==> config.mk <==
export PLATFORM = sky130hd
export DESIGN_NAME = adc_cs_reader
export DESIGN_NICKNAME = d
export VERILOG_FILES = /design/src/rtl/adc_rd_pkg.sv /design/src/rtl/adc_rd_rate.sv /design/src/rtl/adc_rd_serial.sv /design/src/rtl/adc_cs_reader.sv
export SDC_FILE = /design/constraint.sdc
export NUM_CORES = 1
export LEC_CHECK = 0
export BUFFER_PORTS_ARGS = -buffer_cell sky130_fd_sc_hd__buf_4
export CAP_MARGIN = 20
export CORE_ASPECT_RATIO = 0.6
export CORE_MARGIN = 5
export CORE_UTILIZATION = 50
export DETAILED_ROUTE_END_ITERATION = 10
export PLACE_DENSITY = 0.83
export SLEW_MARGIN = 40
export SYNTH_ARGS = -nofsm -noshare
export SYNTH_HDL_FRONTEND = slang
export SYNTH_SLANG_ARGS = --single-unit
==> constraint.sdc <==
create_clock -name clk -period 3.6 [get_ports clk]
set_input_delay 0.18 -clock clk [delete_from_list [all_inputs] [get_ports clk]]
set_output_delay 0.18 -clock clk [all_outputs]
set_load 0.05 [all_outputs]
==> src/rtl/adc_rd_pkg.sv <==
`timescale 1ns/1ps
package adc_rd_pkg;

  // Sequencer states of the read controller
  typedef enum logic [2:0] {
    ST_IDLE,   // waiting for rate slot, enable and a free output
    ST_CNV,    // convert line high
    ST_EN,     // convert line low, output enable settling
    ST_BUSY,   // polling data line for end of conversion
    ST_SHIFT   // serial clocking in progress
  } rd_state_e;

endpackage

==> src/rtl/adc_rd_rate.sv <==
`timescale 1ns/1ps
module adc_rd_rate #(
  parameter int PERIOD_CYC = 128
) (
  input  logic clk,
  input  logic rst_n,
  input  logic restart_i,
  output logic due_o
);

  localparam int CW = (PERIOD_CYC > 1) ? $clog2(PERIOD_CYC) : 1;
  localparam logic [CW-1:0] LAST = CW'(PERIOD_CYC - 1);

  logic [CW-1:0] cnt;

  // Counts cycles since the last start and saturates; starts out "due"
  always_ff @(posedge clk or negedge rst_n) begin
    if (!rst_n) begin
      cnt <= LAST;
    end else if (restart_i) begin
      cnt <= '0;
    end else if (cnt != LAST) begin
      cnt <= cnt + 1'b1;
    end
  end

  assign due_o = (cnt == LAST);

endmodule

==> src/rtl/adc_rd_serial.sv <==
`timescale 1ns/1ps
module adc_rd_serial #(
  parameter int DATA_W   = 18,
  parameter int NBITS    = 18,
  parameter int SCK_HALF = 2
) (
  input  logic              clk,
  input  logic              rst_n,
  input  logic              start_i,
  input  logic              sdo_i,
  output logic              sck_o,
  output logic              done_o,
  output logic [DATA_W-1:0] word_o
);

  localparam int PH_W = (SCK_HALF > 1) ? $clog2(SCK_HALF) : 1;
  localparam int BC_W = $clog2(NBITS + 1);
  localparam logic [PH_W-1:0] PH_LAST = PH_W'(SCK_HALF - 1);
  localparam logic [BC_W-1:0] BC_LAST = BC_W'(NBITS - 1);

  logic              active;
  logic              sck_r;
  logic [PH_W-1:0]   ph;
  logic [BC_W-1:0]   bc;
  logic [DATA_W-1:0] shreg;
  logic              done_r;

  // Each pulse: SCK_HALF cycles high, then SCK_HALF cycles low.
  // The data bit is taken on the edge that drops SCK, i.e. one full
  // SCK period after the falling edge that launched it.
  always_ff @(posedge clk or negedge rst_n) begin
    if (!rst_n) begin
      active <= 1'b0;
      sck_r  <= 1'b0;
      ph     <= '0;
      bc     <= '0;
      shreg  <= '0;
      done_r <= 1'b0;
    end else begin
      done_r <= 1'b0;
      if (start_i && !active) begin
        active <= 1'b1;
        sck_r  <= 1'b1;
        ph     <= '0;
        bc     <= '0;
      end else if (active) begin
        if (ph == PH_LAST) begin
          ph <= '0;
          if (sck_r) begin
            sck_r <= 1'b0;
            shreg <= {shreg[DATA_W-2:0], sdo_i};
            if (bc == BC_LAST) begin
              active <= 1'b0;
              done_r <= 1'b1;
            end else begin
              bc <= bc + 1'b1;
            end
          end else begin
            sck_r <= 1'b1;
          end
        end else begin
          ph <= ph + 1'b1;
        end
      end
    end
  end

  assign sck_o  = sck_r;
  assign done_o = done_r;
  assign word_o = shreg;

endmodule

==> src/rtl/adc_cs_reader.sv <==
`timescale 1ns/1ps
module adc_cs_reader
  import adc_rd_pkg::*;
#(
  parameter int DATA_W       = 18,
  parameter int OUT_W        = 32,
  parameter int PERIOD_CYC   = 128,
  parameter int CNV_HI_CYC   = 51,
  parameter int EN_CYC       = 2,
  parameter int SCK_HALF     = 2,
  parameter int BUSY_MODE    = 0,
  parameter int BUSY_TMO_CYC = 64
) (
  input  logic             clk,
  input  logic             rst_n,
  input  logic             enable,
  output logic             adc_cnv,
  output logic             adc_sck,
  input  logic             adc_sdo,
  output logic             adc_sdi,
  output logic [OUT_W-1:0] res_data,
  output logic             res_valid,
  input  logic             res_ready,
  output logic             busy_timeout
);

  localparam int NBITS   = DATA_W + ((BUSY_MODE != 0) ? 1 : 0);
  localparam int M1      = (CNV_HI_CYC > EN_CYC) ? CNV_HI_CYC : EN_CYC;
  localparam int CNT_TOP = (M1 > BUSY_TMO_CYC) ? M1 : BUSY_TMO_CYC;
  localparam int CNT_W   = $clog2(CNT_TOP + 1);
  localparam int EXT_W   = OUT_W - DATA_W;
  localparam int GAP_W   = $clog2(PERIOD_CYC + 1);

  rd_state_e         state;
  logic [CNT_W-1:0]  cnt;
  logic              cnv_r;
  logic              ser_start;
  logic              ser_done;
  logic              err_r;
  logic              due;
  logic              start_conv;
  logic [DATA_W-1:0] ser_word;
  logic [OUT_W-1:0]  data_r;
  logic              valid_r;

  // A conversion starts only when the rate slot is open, software allows
  // it and the previous word has been taken (back-pressure).
  assign start_conv = (state == ST_IDLE) && enable && due && !valid_r;

  adc_rd_rate #(
    .PERIOD_CYC(PERIOD_CYC)
  ) i_rate (
    .clk      (clk),
    .rst_n    (rst_n),
    .restart_i(start_conv),
    .due_o    (due)
  );

  adc_rd_serial #(
    .DATA_W  (DATA_W),
    .NBITS   (NBITS),
    .SCK_HALF(SCK_HALF)
  ) i_serial (
    .clk    (clk),
    .rst_n  (rst_n),
    .start_i(ser_start),
    .sdo_i  (adc_sdo),
    .sck_o  (adc_sck),
    .done_o (ser_done),
    .word_o (ser_word)
  );

  // Conversion sequencer
  always_ff @(posedge clk or negedge rst_n) begin
    if (!rst_n) begin
      state     <= ST_IDLE;
      cnt       <= '0;
      cnv_r     <= 1'b0;
      ser_start <= 1'b0;
      err_r     <= 1'b0;
    end else begin
      ser_start <= 1'b0;
      err_r     <= 1'b0;
      unique case (state)
        ST_IDLE: begin
          if (start_conv) begin
            state <= ST_CNV;
            cnt   <= '0;
            cnv_r <= 1'b1;
          end
        end
        ST_CNV: begin
          if (cnt == CNT_W'(CNV_HI_CYC - 1)) begin
            cnv_r <= 1'b0;
            cnt   <= '0;
            state <= ST_EN;
          end else begin
            cnt <= cnt + 1'b1;
          end
        end
        ST_EN: begin
          if (cnt == CNT_W'(EN_CYC - 1)) begin
            cnt <= '0;
            if (BUSY_MODE != 0) begin
              state <= ST_BUSY;
            end else begin
              state     <= ST_SHIFT;
              ser_start <= 1'b1;
            end
          end else begin
            cnt <= cnt + 1'b1;
          end
        end
        ST_BUSY: begin
          if (!adc_sdo) begin
            state     <= ST_SHIFT;
            ser_start <= 1'b1;
          end else if (cnt == CNT_W'(BUSY_TMO_CYC - 1)) begin
            err_r <= 1'b1;
            state <= ST_IDLE;
          end else begin
            cnt <= cnt + 1'b1;
          end
        end
        ST_SHIFT: begin
          if (ser_done) begin
            state <= ST_IDLE;
          end
        end
        default: state <= ST_IDLE;
      endcase
    end
  end

  // Output stage: sign-extended word held until accepted
  always_ff @(posedge clk or negedge rst_n) begin
    if (!rst_n) begin
      data_r  <= '0;
      valid_r <= 1'b0;
    end else if (ser_done) begin
      data_r  <= {{EXT_W{ser_word[DATA_W-1]}}, ser_word};
      valid_r <= 1'b1;
    end else if (res_ready) begin
      valid_r <= 1'b0;
    end
  end

  assign adc_cnv      = cnv_r;
  assign adc_sdi      = 1'b1;
  assign res_data     = data_r;
  assign res_valid    = valid_r;
  assign busy_timeout = err_r;

  // ---------------- checks ----------------
  logic             cnv_q;
  logic [GAP_W-1:0] gap_cnt;

  always_ff @(posedge clk or negedge rst_n) begin
    if (!rst_n) begin
      cnv_q   <= 1'b0;
      gap_cnt <= GAP_W'(PERIOD_CYC);
    end else begin
      cnv_q <= cnv_r;
      if (cnv_r && !cnv_q) begin
        gap_cnt <= GAP_W'(1);
      end else if (gap_cnt != GAP_W'(PERIOD_CYC)) begin
        gap_cnt <= gap_cnt + 1'b1;
      end
    end
  end


  hold_stable_chk: assert property (@(posedge clk) disable iff (!rst_n)
    (valid_r && !res_ready) |=> (valid_r && $stable(data_r)));


  no_cnv_while_held_chk: assert property (@(posedge clk) disable iff (!rst_n)
    valid_r |=> !$rose(cnv_r));


  sck_quiet_cnv_chk: assert property (@(posedge clk) disable iff (!rst_n)
    cnv_r |-> !adc_sck);


  cnv_spacing_chk: assert property (@(posedge clk) disable iff (!rst_n)
    (cnv_r && !cnv_q) |-> (gap_cnt >= GAP_W'(PERIOD_CYC)));


  done_in_shift_chk: assert property (@(posedge clk) disable iff (!rst_n)
    ser_done |-> (state == ST_SHIFT));


  err_single_chk: assert property (@(posedge clk) disable iff (!rst_n)
    err_r |=> (!err_r && !valid_r));

endmodule

; ---- Yosys cells after proc, flatten, opt, wreduce, memory -nomap -nowiden
; Index checks and enable logic that the tools add are counted.
[word_totals]
out_inout_bits = 37
word_cells = 105
reg_bits = 66
input_bits = 5
[classes]
bitwise_logic = 1
reduce_logical = 20
eq_ne = 18
mux = 48
add_sub_neg = 4
[op_table]
columns = operator, count
row1 = two-way mux 7 bit, 7
row2 = one-hot mux 7 bit (4 select lines), 1
row3 = two-way mux 1 bit, 26
row4 = two-way mux 5 bit, 5
row5 = two-way mux 3 bit, 6
row6 = one-hot mux 3 bit (5 select lines), 1
row7 = adder 7 x 1 -> 7 bit (second input constant), 2
row8 = == test 7 x 6 -> 1 bit (second input constant), 2
row9 = AND reduction 4 bit, 3
row10 = nonzero test 2 bit, 6
row11 = inequality test 2 bit (second input constant), 4
row12 = == test 7 x 1 -> 1 bit (second input constant), 1
row13 = == test 7 bit (second input constant), 1
row14 = inequality test 7 bit (second input constant), 1
row15 = == test 3 x 2 -> 1 bit (second input constant), 2
row16 = inequality test 2 x 1 -> 1 bit (second input constant), 3
row17 = adder 5 x 1 -> 5 bit (second input constant), 1
row18 = == test 5 bit (second input constant), 1
row19 = AND reduction 5 bit, 1
row20 = logical AND 1 bit, 4
row21 = one-hot mux 1 bit (2 select lines), 2
row22 = nonzero test 4 bit, 1
row23 = == test 3 x 1 -> 1 bit (second input constant), 1
row24 = == test 3 bit (second input constant), 1
row25 = 7 further kinds, 8

; ---- Longest topological paths before layout
[depth]
depth_word = 6
mapped_depth = 8
ltp_nobuf = 7

; ---- Hierarchy
; Synthesis repeated with hierarchy kept, for this count alone.
[unflattened]
hier_cells = 248
area_unflattened_um2 = 3069.2
[modules_own_cells]
columns = mod, n_inst, seq_area_each_um2, area_each_um2, cells_per_inst
row1 = adc_cs_reader, 1, 800.8, 1622.8, 139
row2 = adc_rd_serial, 1, 675.6, 1087.3, 75
row3 = adc_rd_rate, 1, 183.9, 359.1, 34

; ---- Least setup slack after synthesis
; Ideal clock, no wire load.
[synth_path]
path_type = register -> register
startpoint = register i_serial.sck_r (netlist: i_serial.sck_o)
endpoint = register i_serial.shreg[10] (netlist: i_serial.word_o[10])
t_required_ns = 3.475
n_path_buf = 2
arrival_time_ns = 1.915
stages_incl_launch_ff = 5
setup_ns = 0.125
synth_period_minus_slack_ns = 2.039
path_slack_ns = 1.561
path_cell_list = dfrtp_1 -> and3_1 -> clkbuf_1 -> clkbuf_1 -> mux2_2
[synth_via]
elab_chain_len = 1
[synth_rtl]
columns = item, line_no
row1 = from (decl), adc_rd_serial.sv:22  ; logic sck_r;
row2 = from (signal assigned), adc_rd_serial.sv:34  ; sck_r <= 1'b0;
row3 = from (signal assigned), adc_rd_serial.sv:43  ; sck_r <= 1'b1;
row4 = from (signal assigned), adc_rd_serial.sv:50  ; sck_r <= 1'b0;
row5 = AND reduction 4 bit (no line), n/a
row6 = to (signal assigned), adc_rd_serial.sv:51  ; shreg <= {shreg[DATA_W-2:0], sdo_i};
row7 = to (decl), adc_rd_serial.sv:25  ; logic [DATA_W-1:0] shreg;
; Every way passes these cells.
; A chain may end at the register's enable or synchronous reset.

; ---- Worst setup path after layout
[layout_path]
startpoint = register state[1]
endpoint = register state[1]
[layout_via]
elab_chain_len = 6
word_cells_on_any_way = 15
cone_classes = eq/ne: 9 / mux: 1 / reduce/logical: 5
[layout_rtl]
columns = item, line_no
row1 = from (decl), adc_cs_reader.sv:34  ; rd_state_e state;
row2 = from (signal assigned), adc_cs_reader.sv:76  ; state <= ST_IDLE;
row3 = from (signal assigned), adc_cs_reader.sv:87  ; state <= ST_CNV;
row4 = from (signal assigned), adc_cs_reader.sv:96  ; state <= ST_EN;
row5 = logical NOT 3 bit, "adc_cs_reader.sv:48, adc_cs_reader.sv:84"
row6 = logical AND 1 bit (3 in a row), adc_cs_reader.sv:48  ; assign start_conv = (state == ST_IDLE) && enable && due && !valid_r;
row7 = inequality test 2 x 1 -> 1 bit (no line), n/a
row8 = AND reduction 5 bit (no line), n/a
; Parallel ways exist; a longest one is shown, timed or not.

==> impl_metrics.env <==
export IMPL_cts_tree="done"
export IMPL_syn_cell_area_sq_um=3040
export IMPL_dieHeight_microns=70.4
export IMPL_fmax_mhz=456
export IMPL_intPower_mw=1.10
export IMPL_drt_pass1_iterations=4
export IMPL_pwr_share_comb_pct=1.6
export IMPL_peakVddDrop_v=0.000266
export IMPL_grt_usage_pct=15.1
export IMPL_dieArea_sq_um=7790
export IMPL_antenna_found_initial=0
export IMPL_synth_area_per_cell_sq_um=12.1
export IMPL_grt_util_met1_pct=21.8
export IMPL_busiest_layer="met1"
export IMPL_clkLatencyLatePin_ns=0.34
export IMPL_fin_crit_sh_pct=60.9
export IMPL_portBuffers=40
export IMPL_yosys_area_top_type="dfrtp_1"
export IMPL_synth_seq_cells=66
export IMPL_ios=42
export IMPL_placed_area_sq_um=3290
export IMPL_die_w_microns=111
export IMPL_synth_distinct_cells=43
export IMPL_drive_gt1_share_pct=38.1
export IMPL_setup_violations=0
export IMPL_dpl_hpwl_mm=3.71
export IMPL_cp_arrival_ns=2.41
export IMPL_htreeDepth=3
export IMPL_synth_main_ff_cell="dfrtp_1"
export IMPL_postCtsSetupRepairBufs=0
export IMPL_clock_tree_buffer_depth=2
export IMPL_root_buffer="clkbuf_8"
export IMPL_grt_pass1_vias=1869
export IMPL_synthCells=251
export IMPL_core_area_sq_um=6000
export IMPL_power_leakage_nw=1.70
export IMPL_wl_per_cell_microns=14.5
export IMPL_slew_headroom_pct=61.3
export IMPL_tightest_slew_ns=0.580
export IMPL_synth_area_leaders="dfrtp_1, mux2_2, dfstp_2"
export IMPL_finish_instance_area_sq_um=3510
export IMPL_slew_viol_final=0
export IMPL_rsz0062_at_grt="no"
export IMPL_cts_buffers=9
export IMPL_finalHoldViolations=0
export IMPL_finClkSkew_ns=0.00836
export IMPL_clkSinkCount=66
export IMPL_power_switching_uw=287
export IMPL_power_density_nw_per_um2=396
export IMPL_maxCapViolations=0
export IMPL_worstPathRequired_ns=3.81
export IMPL_totalWireLength_mm=5.38
export IMPL_min_path_type="input port to flop"
export IMPL_ys_seq_area_share_pct=54.7
export IMPL_setup_tns_ns=0
export IMPL_p_total_mw=1.39
export IMPL_grt_max_degree=67
export IMPL_postSynth_asyncResetShare_pct=100
export IMPL_yosysTopAreaCellShare_pct=48.6
export IMPL_met3_usage_pct=6.32
export IMPL_grt_overflow=0
export IMPL_drc_errors=0
export IMPL_vias=1932
export IMPL_start_kind="flop"
export IMPL_p_seq_share_pct=53.4
export IMPL_end_kind="flop"
export IMPL_ant_nets=0
export IMPL_synth_edf_count=0
export IMPL_routabilityCongestion=0.835
export IMPL_initial_core_util_pct=50.6
export IMPL_syn_nets=262
export IMPL_path_class="flop to flop"
export IMPL_nets=292
export IMPL_hold_worst_slack_ns=0.120
export IMPL_crit_fanout=8
export IMPL_syn_to_final_growth_pct=15.4
export IMPL_viasPerCell=5.22
export IMPL_globalRouteMet2Util_pct=20.6
export IMPL_netSwitchingFraction_pct=20.6
export IMPL_outcome="completed"
export IMPL_drt_iter0_drc=84
export IMPL_cts_resized=0
export IMPL_p_clk_share_pct=45.0
export IMPL_rrSetupSlack_ns=1.41
export IMPL_min_period_ns=2.19
export IMPL_synth_warnings=0
export IMPL_fin_util_pct=58.4
export IMPL_clk_pin_slew_worst_paths_ns=0.07
export IMPL_row_count=22
export IMPL_holdBufCountCts=1
export IMPL_diodes=0
export IMPL_grt_first_pass_wirelength_mm=9.47
state kept, by name (all words and copies together), names as in the netlist:
name             cells
i_serial.active      1
res_data            18
res_valid            1
i_rate.cnt           7
i_serial.done_o      1
i_serial.sck_o       1
i_serial.bc          5
state                3
cnt                  7
adc_cnv              1
ser_start            1
i_serial.word_o     18
i_serial.ph          1
busy_timeout         1
cell type report:
cell class	instances	area, sq um
Clock buffer	12	155
Clock inverter	4	50.0
Fill cell	507	2490
Inverter	8	30.0
Multi-Input combinational cell	155	1190
Sequential cell	66	1660
Tap cell	84	105
Timing Repair Buffer	41	314
critical path: stages (launching register included):
cell	delay, ns
dfrtp_1	0.44
or3_1	0.48
and4b_1	0.43
nor2_1	0.06
nor3_1	0.29
mux2_2	0.38
power by group through the flow:
stage	combinational (mW)	clock [mW]	sequential, mW
5_1_grt	0.0263	0.680	0.742
6_report	0.0223	0.625	0.743
3_5_place_dp	0.0221	0	0.756
4_1_cts	0.0230	0.644	0.743
3_3_place_gp	0.0216	0	0.756
2_1_floorplan	0.00426	0	0.757
kinds of logic after synthesis:
kind of cell    Yosys count  synth area share, %
simple gates             73                 12.5
flops                    66                 54.7
compound gates           30                 7.87
xor+xnor                  5                 1.44
buf+inv                  30                 6.18
mux                      40                 14.7
fa+ha+maj                 6                 2.47
other cells               1                0.123
final timing paths:
kind,to,start,depth (start not counted)
worst max-delay path,state[1],state[1],5
worst min-delay path,i_serial.word_o[0],adc_sdo,2
worst max register to register,state[1],state[1],5
worst min register to register,i_rate.cnt[5],i_rate.cnt[5],2
max in group asynchronous,i_serial.done_o,rst_n,2
min in group asynchronous,cnt[2],rst_n,2
synthesized netlist by cell type (all sizes together) (2+ instances only):
library cell / n
o22ai: 3
mux2i: 2
xor2: 3
o21ai: 4
nor2: 14
ha: 6
nand2b: 5
nor3: 4
nor4: 3
nand2: 14
o21a: 3
nand4: 2
and3: 6
inv: 8
mux2: 38
o211ai: 2
dfstp: 7
a21o: 3
or2: 3
nand3: 11
xnor2: 2
clkbuf: 4
buf: 18
or3: 3
dfrtp: 59
a21oi: 7
nor2b: 4
metal layers:
layer / part of all wire [%] / up-vias / wire, microns
met4: 0.54 / 0 / 29
met5: 0 / - / 0
met1: 50 / 956 / 2680
met3: 5.6 / 4 / 304
met2: 44 / 44 / 2370
li1: - / 928 / -
placed cells by master, fill, tap and decap left out, types with 7 or more instances in the layout:
master / netlist / final
inv_1: 8 / 8
a21oi_1: 7 / 7
nand3_1: 11 / 11
nor2_1: 14 / 14
clkbuf_8: 0 / 11
dfstp_2: 7 / 7
mux2_2: 38 / 38
dfrtp_1: 59 / 58
buf_4: 16 / 39
nand2_1: 14 / 14
per-stage QoR:
stage | std cells | setup WS [ns]
finish | 370 | 1.41
global placement | 353 | 1.49
detailed placement | 353 | 1.43
global route | 370 | 1.29
CTS | 370 | 1.42
floorplan | 251 | 1.56
Note: power is estimated with default switching activity, not from simulation.
